**src/rtl/macc_pkg.sv**
```systemverilog
package macc_pkg;

    localparam int unsigned OP_W_DEF  = 16;
    localparam int unsigned ACC_W_DEF = 40;

    typedef enum logic [1:0] {
        REG_PLAIN   = 2'd0,
        REG_ARST    = 2'd1,
        REG_EN      = 2'd2,
        REG_ARST_EN = 2'd3
    } acc_reg_kind_e;

    typedef struct packed {
        logic load;
        logic sub;
        logic en;
    } macc_ctrl_t;

    function automatic logic kind_has_rst(acc_reg_kind_e k);
        return (k == REG_ARST) || (k == REG_ARST_EN);
    endfunction

    function automatic logic kind_has_en(acc_reg_kind_e k);
        return (k == REG_EN) || (k == REG_ARST_EN);
    endfunction

endpackage

```
**src/rtl/macc_mult.sv**
```systemverilog
module macc_mult #(
    parameter int unsigned OP_W   = macc_pkg::OP_W_DEF,
    localparam int unsigned PROD_W = 2 * OP_W
) (
    input  logic [OP_W-1:0]   a,
    input  logic [OP_W-1:0]   b,
    output logic [PROD_W-1:0] prod
);
    logic signed [PROD_W-1:0] prod_s;

    always_comb begin
        prod_s = $signed(a) * $signed(b);
    end

    assign prod = prod_s;
endmodule

```
**src/rtl/macc_addsub.sv**
```systemverilog
module macc_addsub #(
    parameter int unsigned ACC_W = macc_pkg::ACC_W_DEF
) (
    input  logic [ACC_W-1:0] acc,
    input  logic [ACC_W-1:0] prod_ext,
    input  logic             sub,
    output logic [ACC_W-1:0] sum
);
    always_comb begin
        if (sub) begin
            sum = acc - prod_ext;
        end else begin
            sum = acc + prod_ext;
        end
    end
endmodule

```
**src/rtl/macc_loadsel.sv**
```systemverilog
module macc_loadsel #(
    parameter int unsigned ACC_W        = macc_pkg::ACC_W_DEF,
    parameter bit          HAS_LOAD_MUX = 1'b1
) (
    input  logic             load,
    input  logic [ACC_W-1:0] prod_ext,
    input  logic [ACC_W-1:0] sum,
    output logic [ACC_W-1:0] next_val
);
    generate
        if (HAS_LOAD_MUX) begin : g_mux
            assign next_val = load ? prod_ext : sum;
        end else begin : g_thru
            logic unused_sel;
            assign unused_sel = ^{load, prod_ext};
            assign next_val   = sum;
        end
    endgenerate
endmodule

```
**src/rtl/macc_accreg.sv**
```systemverilog
module macc_accreg #(
    parameter int unsigned             ACC_W    = macc_pkg::ACC_W_DEF,
    parameter macc_pkg::acc_reg_kind_e REG_KIND = macc_pkg::REG_ARST_EN
) (
    input  logic             clk,
    input  logic             rst,
    input  logic             en,
    input  logic [ACC_W-1:0] d,
    output logic [ACC_W-1:0] q
);
    import macc_pkg::*;

    generate
        case (REG_KIND)
            REG_PLAIN: begin : g_plain
                logic unused_ctl;
                assign unused_ctl = ^{rst, en};
                always_ff @(posedge clk) begin
                    q <= d;
                end
            end
            REG_ARST: begin : g_arst
                logic unused_ctl;
                assign unused_ctl = en;
                always_ff @(posedge clk or posedge rst) begin
                    if (rst) q <= '0;
                    else     q <= d;
                end
            end
            REG_EN: begin : g_en
                logic unused_ctl;
                assign unused_ctl = rst;
                always_ff @(posedge clk) begin
                    if (en) q <= d;
                end
            end
            default: begin : g_arst_en
                always_ff @(posedge clk or posedge rst) begin
                    if (rst)     q <= '0;
                    else if (en) q <= d;
                end
            end
        endcase
    endgenerate
endmodule

```
**src/rtl/macc_core.sv**
```systemverilog
module macc_core #(
    parameter int unsigned             OP_W         = macc_pkg::OP_W_DEF,
    parameter int unsigned             ACC_W        = macc_pkg::ACC_W_DEF,
    parameter bit                      HAS_LOAD_MUX = 1'b1,
    parameter macc_pkg::acc_reg_kind_e REG_KIND     = macc_pkg::REG_ARST_EN,
    parameter bit                      COMB_TAP     = 1'b0
) (
    input  logic             clk,
    input  logic             rst,
    input  logic             en,
    input  logic             load,
    input  logic             sub,
    input  logic [OP_W-1:0]  op_a,
    input  logic [OP_W-1:0]  op_b,
    output logic [ACC_W-1:0] result
);
    import macc_pkg::*;

    localparam int unsigned PROD_W = 2 * OP_W;
    localparam int unsigned EXT_W  = ACC_W - PROD_W;

    macc_ctrl_t       ctrl;
    logic [PROD_W-1:0] prod;
    logic [ACC_W-1:0]  prod_ext;
    logic [ACC_W-1:0]  sum_val;
    logic [ACC_W-1:0]  next_val;
    logic [ACC_W-1:0]  acc_q;

    assign ctrl = '{load: load, sub: sub, en: en};

    macc_mult #(.OP_W(OP_W)) u_mult (
        .a    (op_a),
        .b    (op_b),
        .prod (prod)
    );

    generate
        if (EXT_W > 0) begin : g_ext
            assign prod_ext = {{EXT_W{prod[PROD_W-1]}}, prod};
        end else begin : g_noext
            assign prod_ext = prod[ACC_W-1:0];
        end
    endgenerate

    macc_addsub #(.ACC_W(ACC_W)) u_addsub (
        .acc      (acc_q),
        .prod_ext (prod_ext),
        .sub      (ctrl.sub),
        .sum      (sum_val)
    );

    macc_loadsel #(.ACC_W(ACC_W), .HAS_LOAD_MUX(HAS_LOAD_MUX)) u_sel (
        .load     (ctrl.load),
        .prod_ext (prod_ext),
        .sum      (sum_val),
        .next_val (next_val)
    );

    macc_accreg #(.ACC_W(ACC_W), .REG_KIND(REG_KIND)) u_reg (
        .clk (clk),
        .rst (rst),
        .en  (ctrl.en),
        .d   (next_val),
        .q   (acc_q)
    );

    generate
        if (COMB_TAP) begin : g_tap_comb
            assign result = next_val;
        end else begin : g_tap_reg
            assign result = acc_q;
        end
    endgenerate
endmodule

```
**config.mk**
```make
export PLATFORM = sky130hd
export DESIGN_NAME = macc_core
export DESIGN_NICKNAME = d
export VERILOG_FILES = /design/src/rtl/macc_pkg.sv /design/src/rtl/macc_mult.sv /design/src/rtl/macc_addsub.sv /design/src/rtl/macc_loadsel.sv /design/src/rtl/macc_accreg.sv /design/src/rtl/macc_core.sv
export SDC_FILE = /design/constraint.sdc
export NUM_CORES = 1
export LEC_CHECK = 0
export BUFFER_PORTS_ARGS = -buffer_cell sky130_fd_sc_hd__buf_2
export CAP_MARGIN = 20
export CELL_PAD_IN_SITES_DETAIL_PLACEMENT = 0
export CELL_PAD_IN_SITES_GLOBAL_PLACEMENT = 2
export CORE_MARGIN = 4
export CORE_UTILIZATION = 25
export DETAILED_ROUTE_END_ITERATION = 12
export MAX_ROUTING_LAYER = met4
export PLACE_DENSITY = 0.65
export SYNTH_ARGS = -nofsm -noshare
export SYNTH_HDL_FRONTEND = slang
export SYNTH_SLANG_ARGS = --single-unit
```
**constraint.sdc**
```tcl
create_clock -name clk -period 3.9 [get_ports clk]
set_input_delay 0.39 -clock clk [delete_from_list [all_inputs] [get_ports clk]]
set_output_delay 0.39 -clock clk [all_outputs]
set_load 0.02 [all_outputs]
```
==> results.md <==
* Number of global-route vias before repair at 14825
* RSZ-0062 raised after global routing: yes
* Syn nets at 2165
* Warnings, synthesis at 0
* I/O pin count at 77
* Placeable Area at 0.0581 mm^2
* Max Root-Sink Buffers at 2
* Port Buffers at 76
* Failing checks: negative setup slack
* PnR worst setup slack at -4430 ps
* Total CTS buffers at 5
* Util after Layout at 37.0%
* Gr usage total at 14.8%
* Inserted Diodes at 0
* GR Overflow Total at 0
* Top Registers: u_reg.q: 40 flops
* Critical path's slowest cell: or4_4
* Largest family of logic cells by synthesized area: adder cells
* CTS tree: built
* Final setup violation count at 35
* CP Data Arrival Time at 8510 ps
* Seq/Total Area, Yosys at 6.78%
* Largest register FFs at 40
* Reg2Reg Setup Slack at 400 ps
* Post-synth ARST share at 100%
* Worst-path maximum fanout at 6
* FF-to-FF path depth at 17
* Initial Utilization at 25.4%
* XOR/XNOR share of the synthesized area at 5.51%
* Standard-cell rows at 88
* Tmin final at 8330 ps
* Largest net degree at the start of global routing at 51
* Critical path class: in -> reg
* CP max stage delay at 540 ps
* Die extent in x at 251 um
* Synthesized cell area at 0.0148 mm^2
* Root buffer cell: clkbuf_16
* Clock-pin slew on the worst setup and hold paths at 70 ps
* Crit share post-route at 213%
* Wire per inst at 15.1 um
* Compound-cell area share of the yosys netlist at 13.6%
* Gpl congestion at 0.860
* Simple logic cell fraction of the synthesized area at 18.0%
* Post-route ant nets at 0
* Worst-skew pair later-pin latency at 300 ps
* Cell count after synthesis at 1743
* Adder-Cell Fraction of Synth Area at 46.0%
* Max-cap viol count at 0
* Die ar. at 0.0630 mm^2
* CTS sink count at 40
* Drt total wl at 44600 um
* Final Skew at 11.6 ps
* Initial antenna violation count at 0
* Multiplexer share of the synthesized area at 0.568%
* Hold buffer count at CTS at 0
* Global-route wire length before repair at 74500 um
* Dpl hpwl at 37800 um
* Fin nets at 2610
* Worst min path class: in -> async
* Status: finished, violations left
* Post-synth cell types at 80
* Critical Path End Type: flop
* 1st-pass router iterations at 5
* Slew @ Worst Pin at 790 ps
* Die Y at 251 um
* Required @ worst endpoint at 4080 ps
* Hold Vio Cnt, Final at 0
* H-tree level count at 2
* Primary FF master, synth: dfrtp_1
* Top reg by flops: u_reg.q
* Yosys reg bits at 40
* DRC violations left at 0
* Hold Slack at 235 ps
* Most Frequent Cell on Critical Path: fa_1
* Max Fclk at 120 MHz
* Vias at 13337
* Slew HR at 47.0%
* Worst setup SP type: input pin
* Area Growth Syn to Fin at 45.7%
* Iteration-0 DRC Markers at 383
* Post-synth EDFFs at 0
* DR vias/cell at 4.51
* Share of layout cells above drive strength 1 at 38.0%
* Max Transition Viols Final at 0
* Syn Area/Cell at 8.47 um^2
## layout by cell type (no fill, tap or decap), types with 23 or more instances in the layout
master and instances:
buf_4 351, inv_1 277, fa_1 243, nand2_1 160, nor2_1 101, and2_1 101
buf_6 91, a21oi_1 89, ha_1 89, buf_2 48, xnor2_1 42, a21oi_2 41
dfrtp_1 40, a21o_1 38, and2_4 30, ha_4 29, inv_2 26, xor2_1 23
## worst max-delay path: cells and delay by family
| family | cells | cell delay [ps] |
|---|---|---|
| XOR/XNOR | 2 | 200 |
| multiplexers | 1 | 170 |
| AO/OA/AOI/OAI | 8 | 1450 |
| adder cells (fa/ha/maj) | 8 | 3510 |
| buffers and inverters | 7 | 590 |
| AND/OR/NAND/NOR | 10 | 2220 |
## synthesized netlist by cell type, types with 14 or more instances
master | count | area share [%]
nand2b_1 | 14 | 0.59
a21oi_1 | 133 | 4.5
ha_1 | 122 | 10
nor2_1 | 113 | 2.9
a31oi_1 | 14 | 0.59
dfrtp_1 | 40 | 6.8
fa_1 | 263 | 36
and2_1 | 132 | 5.6
xnor2_1 | 62 | 3.7
inv_1 | 304 | 7.7
nand2_1 | 171 | 4.3
nor3_1 | 25 | 0.85
xor2_1 | 29 | 1.7
a21o_1 | 38 | 1.9
clkbuf_1 | 56 | 1.4
nand3_1 | 23 | 0.78
o21ai_0 | 32 | 1.1
## layout make-up
class,count,area [um^2]
inverters,305,1150
repair buffers,506,4180
multi-input cells,1330,14100
clock buffers,5,125
flip-flops and latches,40,1000
clock inverters,3,18.8
fillers,6002,36600
well taps,765,957
## final timing paths
path | startpoint | end
min in group clk | u_reg.q[0] | u_reg.q[0]
worst max-delay path | op_b[5] | u_reg.q[39]
worst min register to register | u_reg.q[0] | u_reg.q[0]
max in group asynchronous | rst | u_reg.q[8]
worst max register to register | u_reg.q[0] | u_reg.q[32]
worst min-delay path | rst | u_reg.q[19]
## routing by layer
layer | up-vias | share of wire (%) | routed length (um) | GRT usage, %
li1 | 6454 | - | - | -
met4 | 0 | 1.9 | 841 | 2.50
met2 | 116 | 55 | 24400 | 28.1
met3 | 50 | 1.5 | 664 | 0.941
met1 | 6717 | 42 | 18700 | 17.3
met5 | - | 0 | 0 | -
## logic make-up (layout without fill, tap and decap cells)
kind of cell,after synthesis,in the layout
AO/OA/AOI/OAI,308,308
AND/OR/NAND/NOR,537,537
flip-flops,40,40
buffers and inverters,373,819
adder cells (fa/ha/maj),385,385
multiplexers,8,8
XOR/XNOR,92,92
## timing repair
item                                   in CTS  in global routing
setup endpoints to repair                  36                 36
gates resized for setup                   234                175
endpoints found under the hold margin       0                  0
setup buffers                              46                 34
pin swaps                                 131                123
## per-stage QoR
step / worst slack [ps] / setup TNS, ps / instance area, um^2 / cells
6_report: -4430 / -119050 / 21500 / 2954
5_1_grt: -4760 / -128310 / 21500 / 2954
4_1_cts: -4430 / -118800 / 20500 / 2928
3_5_place_dp: -5120 / -137880 / 19100 / 2877
3_3_place_gp: -5040 / -137030 / 19100 / 2877
2_1_floorplan: -4610 / -108360 / 15500 / 1743
Power is left out: the tool's default activity adds up to more than one toggle a clock period on the data nets, which glitch-free logic cannot reach.
